$ cat src/rtl/i2c_regif_pkg.sv
package i2c_regif_pkg;
    localparam int BYTE_W = 8;
    localparam int CNT_W  = 4;

    typedef enum logic [3:0] {
        ST_IDLE,
        ST_ADDR,
        ST_ADDR_ACK,
        ST_SUB,
        ST_SUB_ACK,
        ST_WDATA,
        ST_WDATA_ACK,
        ST_RDATA,
        ST_RDATA_ACK,
        ST_SKIP
    } tgt_state_e;

    typedef struct packed {
        tgt_state_e        state;
        logic [CNT_W-1:0]  cnt;
        logic [BYTE_W-1:0] shreg;
        logic [BYTE_W-1:0] ptr;
        logic              rw;
        logic              oe;
        logic              mack;
        logic              wr_en;
        logic [BYTE_W-1:0] wr_addr;
        logic [BYTE_W-1:0] wr_data;
    } tgt_regs_t;
endpackage

$ cat src/rtl/i2c_line_sync.sv
module i2c_line_sync #(
    parameter int STAGES = 2
) (
    input  logic clk,
    input  logic rst_n,
    input  logic line_i,
    output logic level_o,
    output logic rise_o,
    output logic fall_o
);
    logic [STAGES-1:0] chain_d, chain_q;
    logic              prev_d, prev_q;

    always_comb begin
        chain_d = {chain_q[STAGES-2:0], line_i};
        prev_d  = chain_q[STAGES-1];
    end

    always_ff @(posedge clk or negedge rst_n) begin
        if (!rst_n) begin
            chain_q <= '1;
            prev_q  <= 1'b1;
        end else begin
            chain_q <= chain_d;
            prev_q  <= prev_d;
        end
    end

    assign level_o = chain_q[STAGES-1];
    assign rise_o  = chain_q[STAGES-1] & ~prev_q;
    assign fall_o  = ~chain_q[STAGES-1] & prev_q;
endmodule

$ cat src/rtl/i2c_bus_cond.sv
module i2c_bus_cond (
    input  logic scl_lvl,
    input  logic sda_rise,
    input  logic sda_fall,
    output logic start_o,
    output logic stop_o
);
    assign start_o = scl_lvl & sda_fall;
    assign stop_o  = scl_lvl & sda_rise;
endmodule

$ cat src/rtl/i2c_strap_latch.sv
module i2c_strap_latch (
    input  logic clk,
    input  logic rst_n,
    input  logic pin_i,
    output logic bit_o
);
    logic seen_d, seen_q;
    logic bit_d, bit_q;

    always_comb begin
        seen_d = 1'b1;
        bit_d  = seen_q ? bit_q : pin_i;
    end

    always_ff @(posedge clk or negedge rst_n) begin
        if (!rst_n) begin
            seen_q <= 1'b0;
            bit_q  <= 1'b0;
        end else begin
            seen_q <= seen_d;
            bit_q  <= bit_d;
        end
    end

    assign bit_o = bit_q;

    // once captured, the strap bit never moves
    p_strap_hold_r2: assert property (@(posedge clk) disable iff (!rst_n)
        (seen_q && $past(seen_q)) |-> $stable(bit_q));
endmodule

$ cat src/rtl/i2c_reg_target.sv
module i2c_reg_target
    import i2c_regif_pkg::*;
#(
    parameter int             SYNC_STAGES = 2,
    parameter logic [5:0]     ADDR_HI     = 6'b101110
) (
    input  logic              clk,
    input  logic              rst_n,
    input  logic              scl_i,
    input  logic              sda_i,
    output logic              sda_oe,
    input  logic              addr_sel,
    output logic              reg_wr_en,
    output logic [BYTE_W-1:0] reg_wr_addr,
    output logic [BYTE_W-1:0] reg_wr_data,
    output logic [BYTE_W-1:0] reg_rd_addr,
    input  logic [BYTE_W-1:0] reg_rd_data
);
    localparam logic [CNT_W-1:0] FULL = CNT_W'(BYTE_W);

    logic [1:0] lvl, rise, fall;
    logic       start_det, stop_det, a0;
    logic [1:0] line_in;

    assign line_in = {sda_i, scl_i};

    for (genvar g = 0; g < 2; g++) begin : g_sync
        i2c_line_sync #(.STAGES(SYNC_STAGES)) i_sync (
            .clk(clk), .rst_n(rst_n), .line_i(line_in[g]),
            .level_o(lvl[g]), .rise_o(rise[g]), .fall_o(fall[g])
        );
    end

    logic scl_s, sda_s, scl_rise, scl_fall;
    assign scl_s    = lvl[0];
    assign sda_s    = lvl[1];
    assign scl_rise = rise[0];
    assign scl_fall = fall[0];

    i2c_bus_cond i_cond (
        .scl_lvl(scl_s), .sda_rise(rise[1]), .sda_fall(fall[1]),
        .start_o(start_det), .stop_o(stop_det)
    );

    i2c_strap_latch i_strap (
        .clk(clk), .rst_n(rst_n), .pin_i(addr_sel), .bit_o(a0)
    );

    tgt_regs_t r_d, r_q;

    always_comb begin
        r_d       = r_q;
        r_d.wr_en = 1'b0;
        if (start_det) begin
            r_d.state = ST_ADDR;
            r_d.cnt   = '0;
            r_d.oe    = 1'b0;
        end else if (stop_det) begin
            r_d.state = ST_IDLE;
            r_d.cnt   = '0;
            r_d.oe    = 1'b0;
        end else begin
            unique case (r_q.state)
                ST_ADDR, ST_SUB, ST_WDATA: begin
                    if (scl_rise && r_q.cnt < FULL) begin
                        r_d.shreg = {r_q.shreg[BYTE_W-2:0], sda_s};
                        r_d.cnt   = r_q.cnt + 1'b1;
                    end else if (scl_fall && r_q.cnt == FULL) begin
                        r_d.cnt = '0;
                        if (r_q.state == ST_ADDR) begin
                            if (r_q.shreg[BYTE_W-1:1] == {ADDR_HI, a0}) begin
                                r_d.rw    = r_q.shreg[0];
                                r_d.oe    = 1'b1;
                                r_d.state = ST_ADDR_ACK;
                            end else begin
                                r_d.state = ST_SKIP;
                            end
                        end else if (r_q.state == ST_SUB) begin
                            r_d.ptr   = r_q.shreg;
                            r_d.oe    = 1'b1;
                            r_d.state = ST_SUB_ACK;
                        end else begin
                            r_d.wr_en   = 1'b1;
                            r_d.wr_addr = r_q.ptr;
                            r_d.wr_data = r_q.shreg;
                            r_d.ptr     = r_q.ptr + 1'b1;
                            r_d.oe      = 1'b1;
                            r_d.state   = ST_WDATA_ACK;
                        end
                    end
                end
                ST_ADDR_ACK, ST_SUB_ACK, ST_WDATA_ACK: begin
                    if (scl_fall) begin
                        r_d.oe = 1'b0;
                        if (r_q.state == ST_ADDR_ACK && r_q.rw) begin
                            r_d.shreg = reg_rd_data;
                            r_d.oe    = ~reg_rd_data[BYTE_W-1];
                            r_d.state = ST_RDATA;
                        end else if (r_q.state == ST_ADDR_ACK) begin
                            r_d.state = ST_SUB;
                        end else begin
                            r_d.state = ST_WDATA;
                        end
                    end
                end
                ST_RDATA: begin
                    if (scl_rise && r_q.cnt < FULL) begin
                        r_d.cnt = r_q.cnt + 1'b1;
                    end else if (scl_fall) begin
                        if (r_q.cnt == FULL) begin
                            r_d.oe    = 1'b0;
                            r_d.ptr   = r_q.ptr + 1'b1;
                            r_d.cnt   = '0;
                            r_d.state = ST_RDATA_ACK;
                        end else begin
                            r_d.shreg = {r_q.shreg[BYTE_W-2:0], 1'b0};
                            r_d.oe    = ~r_q.shreg[BYTE_W-2];
                        end
                    end
                end
                ST_RDATA_ACK: begin
                    if (scl_rise) begin
                        r_d.mack = ~sda_s;
                    end else if (scl_fall) begin
                        if (r_q.mack) begin
                            r_d.shreg = reg_rd_data;
                            r_d.oe    = ~reg_rd_data[BYTE_W-1];
                            r_d.state = ST_RDATA;
                        end else begin
                            r_d.state = ST_IDLE;
                        end
                    end
                end
                default: ;
            endcase
        end
    end

    always_ff @(posedge clk or negedge rst_n) begin
        if (!rst_n) begin
            r_q <= '{state: ST_IDLE, default: '0};
        end else begin
            r_q <= r_d;
        end
    end

    assign sda_oe      = r_q.oe;
    assign reg_wr_en   = r_q.wr_en;
    assign reg_wr_addr = r_q.wr_addr;
    assign reg_wr_data = r_q.wr_data;
    assign reg_rd_addr = r_q.ptr;

    // drive changes only while SCL is low, or on abort
    p_oe_scl_low_r9: assert property (@(posedge clk) disable iff (!rst_n)
        (r_d.oe != r_q.oe) |-> (!scl_s || start_det || stop_det));
    // write strobe only together with the data acknowledge
    p_wr_at_ack_r3: assert property (@(posedge clk) disable iff (!rst_n)
        reg_wr_en |-> (r_q.state == ST_WDATA_ACK && sda_oe));
    // START leads to address reception with SDA released
    p_start_abort_r8: assert property (@(posedge clk) disable iff (!rst_n)
        start_det |=> (r_q.state == ST_ADDR && !sda_oe && !reg_wr_en));
    // STOP returns to idle
    p_stop_idle_r8: assert property (@(posedge clk) disable iff (!rst_n)
        stop_det |=> (r_q.state == ST_IDLE && !sda_oe));
    // a non-matching target stays silent
    p_skip_silent_r7: assert property (@(posedge clk) disable iff (!rst_n)
        (r_q.state == ST_SKIP) |-> (!sda_oe && !reg_wr_en));
    // idle after NAK never drives
    p_idle_silent_r6: assert property (@(posedge clk) disable iff (!rst_n)
        (r_q.state == ST_IDLE) |-> !sda_oe);
    // bit counter stays within one byte
    p_cnt_bound_r3: assert property (@(posedge clk) disable iff (!rst_n)
        r_q.cnt <= FULL);
endmodule

$ cat config.mk
export PLATFORM = sky130hd
export DESIGN_NAME = i2c_reg_target
export DESIGN_NICKNAME = d
export VERILOG_FILES = /design/src/rtl/i2c_regif_pkg.sv /design/src/rtl/i2c_line_sync.sv /design/src/rtl/i2c_bus_cond.sv /design/src/rtl/i2c_strap_latch.sv /design/src/rtl/i2c_reg_target.sv
export SDC_FILE = /design/constraint.sdc
export NUM_CORES = 1
export LEC_CHECK = 0
export BUFFER_PORTS_ARGS = -buffer_cell sky130_fd_sc_hd__buf_2
export CORE_ASPECT_RATIO = 1.5
export CORE_MARGIN = 3
export CORE_UTILIZATION = 60
export CTS_BUF_LIST = sky130_fd_sc_hd__clkbuf_4
export CTS_CLUSTER_DIAMETER = 80
export DETAILED_ROUTE_END_ITERATION = 7
export PLACE_DENSITY = 0.82
export SKIP_LAST_GASP = 1
export SYNTH_ARGS = -nofsm -noshare
export SYNTH_HDL_FRONTEND = slang
export SYNTH_SLANG_ARGS = --single-unit
$ cat constraint.sdc
create_clock -name clk -period 5.1 [get_ports clk]
set_input_delay 1.02 -clock clk [delete_from_list [all_inputs] [get_ports clk]]
set_output_delay 1.02 -clock clk [all_outputs]
set_load 0.01 [all_outputs]
Yosys cells after proc, flatten, opt, wreduce, memory -nomap -nowiden
Index checks and enable logic that the tools add are counted.

word-level totals
  register bits = 52
  output and inout port bits = 26
  input bits = 13

operators by class
  add/subtract/negate cells = 2
  multiplexer cells = 56
  order comparisons = 1
  bitwise logic cells = 17
  reduce and logical (&&, ||, !) cells = 17
  equal/unequal tests = 36

operators by type and width
  kind                                                                      number
  17-bit 2-to-1 mux                                                         7
  8-bit 2-to-1 mux                                                          14
  4-bit 2-to-1 mux                                                          10
  4-bit by 2-bit inequality test with 1-bit output (second input constant)  9
  8-bit case mux with 4 select lines                                        1
  2-bit inequality test (second input constant)                             13
  24-bit 2-to-1 mux                                                         1
  10-bit 2-to-1 mux                                                         2
  5-bit by 3-bit inequality test with 1-bit output (second input constant)  4
  9-bit AND reduction                                                       2
  4-bit by 3-bit equality test with 1-bit output (second input constant)    4
  16-bit 2-to-1 mux                                                         1
  4-bit case mux with 4 select lines                                        1
  8-bit case mux with 2 select lines                                        1
  7-bit AND reduction                                                       2
  1-bit 2-to-1 mux                                                          12
  12-bit AND reduction                                                      1
  1-bit inverter                                                            11
  10-bit AND reduction                                                      1
  8-bit by 1-bit adder with 8-bit output (second input constant)            1
  4-bit by 2-bit equality test with 1-bit output (second input constant)    2
  4-bit equality test (second input constant)                               2
  4-bit case mux with 2 select lines                                        1
  4-bit AND reduction                                                       2
  other kinds (13)                                                          24

Logic depth before layout (Yosys ltp)
  word-level depth = 8
  gate-level depth with buffers = 8
  mapped depth without buffers = 7

Hierarchy
Synthesis repeated with hierarchy kept, for this count alone.

second synthesis, totals
  cell total of the unflattened synthesis = 276
  area total of the unflattened synthesis = 2984.1 um^2

by module, submodules not included
  module           cells an instance  times used  sequential area each (um^2)  area an instance (um^2)
  i2c_reg_target   260                1           1101.1                       2715.1
  i2c_line_sync    5                  2           78.8                         93.8
  i2c_strap_latch  4                  1           50.0                         68.8
  i2c_bus_cond     2                  1           0.0                          12.5

Least setup slack after synthesis
OpenSTA, ideal clock, no wires.

  path type = register to register
  start point = register r_q[36] in the netlist's numbering
  end point = register r_q (netlist bit reg_wr_addr[0])
  cell stages (with the launch flop) = 9
  slack = 2.954 ns
  period minus slack after synthesis = 2.146 ns
  arrival = 2.021 ns
  library setup time = 0.125 ns
  buffers on the path = 1
  required time = 4.975 ns
  cell sequence = dfrtp_1 inv_1 ha_1 nand3b_2 nor3b_4 nand2_1 nor3b_4 buf_6 mux2_2

on the way
  word-level cells in the longest chain between the ends = 4
  elaborated cells between the ends (all ways) = 6

ends and longest elaborated chain
  element                                 line                   RTL
  start: declaration                      i2c_reg_target.sv:49   tgt_regs_t r_d, r_q;
  start signal: assignment                i2c_reg_target.sv:143  r_q <= r_d;
  4-bit < comparator                      i2c_reg_target.sv:65   if (scl_rise && r_q.cnt < FULL) begin
  1-bit logical AND                       i2c_reg_target.sv:65
  1-bit inverter (no source line)         --
  7-bit AND reduction (no source line) *  --

Every way passes the cells marked *; elsewhere a longest branch is shown, timed or not.
A chain may end at the register's enable or synchronous reset.

Worst setup path after layout
  start point = register r_q[41] in the netlist's numbering
  end point = register r_q[29] in the netlist's numbering

on the way
  word-level cells in the longest chain between the ends = 4
  elaborated cells between the ends (all ways) = 23

ends and longest elaborated chain
  element                                                                       line
  4-bit by 2-bit equality test with 1-bit output, or another cell as far along  i2c_reg_target.sv:63, i2c_reg_target.sv:95
  3-bit OR reduction or 1-bit logical AND (tied branches)                       i2c_reg_target.sv:63, i2c_reg_target.sv:95
  4-bit nonzero test (no source line) or 2-bit inequality test (tied branches)  --
  12-bit AND reduction (no source line)                                         --

Parallel ways exist; a longest one is shown, timed or not.

==> results.json <==
{
  "regToRegEndpoint": "r_q[29]$_DFFE_PN0P_",
  "finalCriticalPeriod_ns": 2.808,
  "dp_hpwl_um": 4313,
  "cts_tree": "built",
  "post_cts_buffers": 0,
  "finalWirelength_um": 5960,
  "fp.dieW_um": 63.39,
  "tightest_slew_ns": 1.092,
  "r2r_cells": 5,
  "r2r_slack_ns": 2.29,
  "cts_resized": 0,
  "ys.flop_type": "dfrtp_1",
  "instances_no_fill": 356,
  "core_area_um2": 4654,
  "syn_to_final_growth_pct": 3.546,
  "hold_viol": 0,
  "ctsHoldBuffers": 0,
  "antenna_found_initial": 0,
  "regArea_um2": 1309,
  "port_buffers": 38,
  "post_drt_wl_per_cell_um": 16.74,
  "cts_num_sinks": 52,
  "end_kind": "flip-flop",
  "setup.worst_path.start_class": "flip-flop",
  "power.switching_uw": 502.5,
  "grt_busiest_layer": "met2",
  "n_antenna_cell": 0,
  "slew_viol_final": 0,
  "die_h_um": 92.08,
  "syn-instance-count": 282,
  "route.antenna.remaining_nets": 0,
  "cts_buffers": 5,
  "grt_use_met3": 0.04657,
  "rows": 30,
  "route.detailed.drc": 0,
  "ys.warnings.count": 0,
  "nFillCells": 388,
  "fin_nets": 307,
  "drt_iter0_markers": 208,
  "required_ns": 5.36,
  "clk-insertion-delay-late_ns": 0.36,
  "ir_drop_mv": 0.2740,
  "yosysUniqueCellTypes": 62,
  "ys_seq_area_frac": 0.4415,
  "clockBufferDepth": 2,
  "die_area_um2": 5837,
  "syn-cell-area_um2": 2964,
  "grt_pass1_vias": 2099,
  "grt_overflow": 0,
  "numPlacedInstances": 348,
  "outcome": "finished clean",
  "ys_ff_latch": 52,
  "initial_core_util": 0.6368,
  "drv_cap": 0,
  "cp_max_fo": 18,
  "p_clk_frac": 0.182,
  "grt_use_met1": 0.2520,
  "grt_max_degree": 53,
  "tns_ns": 0,
  "min_to": "g_sync[0].i_sync.chain_q[1]$_DFF_PN1_",
  "synth_edf_count": 0,
  "p_sw_frac": 0.3802,
  "viasPerCell": 6.242,
  "cts-root-buf": "clkbuf_4",
  "r2r-start": "r_q[41]$_DFFE_PN0P_",
  "whs_path_depth": 0,
  "drt_pass1_iterations": 6,
  "grt_first_pass_wirelength_um": 9963,
  "cts_max_level": 2,
  "avgSynthCellArea_um2": 10.51,
  "p_total_mw": 1.322,
  "rsz0062_at_grt": "false",
  "async_flop_share": 1.000,
  "hold_class": "flip-flop to flip-flop",
  "multi_input_area_um2": 1376,
  "finalSetupViolCount": 0,
  "met2_usage": 0.3636,
  "p_comb_frac": 0.355,
  "p_leak_nw": 1.418,
  "place.gp.congestion": 0.8960,
  "sequentialPowerShare": 0.463,
  "clock.fmax_mhz": 356.1,
  "cts.clk_slew.worst_paths_ns": 0.15,
  "via_count": 2222,
  "clock-skew-final_ns": 0.009257,
  "fin_crit_sh": 0.5506,
  "path_class": "flip-flop to flip-flop",
  "max-slew-margin-rel": 0.2718,
  "synth_nets": 298,
  "min-delay-start": "g_sync[0].i_sync.chain_q[0]$_DFF_PN1_",
  "ioPinCount": 39,
  "postLayoutCoreUtil": 0.6594,
  "drive_above_1_share": 0.3390,
  "cp_data_arrival_time_ns": 3.07,
  "grt_usage": 0.2164,
  "intPower_uw": 819.1,
  "powerDensity_nw_per_um2": 430.6
}
-- layout make-up --
type,instances,share of cell area
clock inverter,2,0.01264
tap,64,0.02609
multi-input combinational,187,0.4484
inverter,6,0.007338
clock buffer,6,0.01468
timing repair buffer,39,0.06441
sequential,52,0.4264
-- routing by layer --
metal	up-vias	share of wire
met5	-	0
met4	0	0.052
met3	32	0.059
met2	111	0.51
met1	1064	0.38
li1	1015	-
-- worst max-delay path: stages (launching register included) --
cell and delay [ns]:
dfrtp_1 0.62, or3b_4 0.50, a21oi_1 0.85, or2_1 0.27, a221oi_4 0.14, mux2_2 0.32
-- cells in the mapped netlist, types with 2 or more instances --
library cell / instances / area [µm²]
xor2_1: 3 / 26.28
mux2i_1: 2 / 20.02
clkbuf_1: 5 / 18.77
nand2b_1: 5 / 31.28
buf_2: 3 / 15.01
a211oi_1: 4 / 30.03
o21bai_1: 2 / 15.01
nand4_1: 2 / 12.51
nand3_1: 10 / 50.05
nand2_1: 17 / 63.81
buf_6: 2 / 22.52
buf_4: 26 / 195.2
nand4b_1: 4 / 35.03
nor3_1: 3 / 15.01
dfrtp_1: 46 / 1151
nor3b_4: 2 / 37.54
o31a_1: 2 / 17.52
o21ai_0: 16 / 80.08
dfstp_2: 6 / 157.7
ha_1: 3 / 37.54
o31ai_1: 2 / 15.01
o22ai_1: 2 / 12.51
a31o_2: 2 / 17.52
a2111oi_0: 2 / 17.52
mux2_2: 33 / 371.6
a21oi_1: 15 / 75.07
o221ai_1: 2 / 17.52
inv_1: 6 / 22.52
nor2_1: 21 / 78.83
o211ai_1: 2 / 15.01
-- through the flow --
stage	cell area, µm²	hold WS (ns)	setup WS [ns]
after floorplan	2964	0.3452	2.954
after global placement	2985	0.3475	2.372
after detailed placement	2985	0.3476	2.354
after CTS	3069	0.3698	2.315
after global routing	3069	0.3752	2.171
final	3069	0.3679	2.292
-- kinds of logic (layout without fill, tap and decap cells) --
group,Yosys count,count (layout),share of synthesized area
flops,52,52,0.4415
simple gates,82,82,0.1634
fa+ha+maj,3,3,0.01266
xor+xnor,4,4,0.01182
mux,36,36,0.1359
other cells,1,1,0.001265
buf+inv,43,53,0.09413
compound gates,61,61,0.1393
-- how the worst max path moves through the flow --
stage / endpoint / cells after the start / start / slack, ns
2_1_floorplan: reg_wr_addr[0]$_DFFE_PN0P_ / 8 / r_q[36]$_DFFE_PN0P_ / 2.95
3_3_place_gp: r_q[32]$_DFFE_PN0P_ / 5 / r_q[41]$_DFFE_PN0P_ / 2.37
3_5_place_dp: r_q[29]$_DFFE_PN0P_ / 5 / r_q[41]$_DFFE_PN0P_ / 2.35
4_1_cts: r_q[32]$_DFFE_PN0P_ / 5 / r_q[41]$_DFFE_PN0P_ / 2.31
5_1_grt: r_q[29]$_DFFE_PN0P_ / 5 / r_q[41]$_DFFE_PN0P_ / 2.17
6_report: r_q[29]$_DFFE_PN0P_ / 5 / r_q[41]$_DFFE_PN0P_ / 2.29
-- power groups by stage --
stage               Combinational (mW)  Clock (mW)  Sequential (mW)
global placement                 0.452           0            0.614
global route                     0.511       0.263            0.627
finish                           0.469       0.240            0.612
detailed placement               0.465           0            0.617
CTS                              0.467       0.247            0.609
floorplan                        0.443           0            0.532
-- cell usage in the layout (no fill, tap or decap), types with 10 or more instances in the layout --
master / synthesis / routed
o21ai_0: 16 / 16
a21oi_1: 15 / 15
buf_2: 3 / 38
nand3_1: 10 / 10
dfrtp_1: 46 / 46
nor2_1: 21 / 21
mux2_2: 33 / 33
nand2_1: 17 / 17
-- sequential cells by signal (all words and copies together) (netlist names) --
register	count
r_q	18
reg_rd_addr	8
reg_wr_addr	8
reg_wr_data	8
g_sync.i_sync.chain_q	4
g_sync.i_sync.prev_q	2
i_strap.bit_o	1
i_strap.seen_q	1
reg_wr_en	1
sda_oe	1
Note: power is estimated with default switching activity, not from simulation.
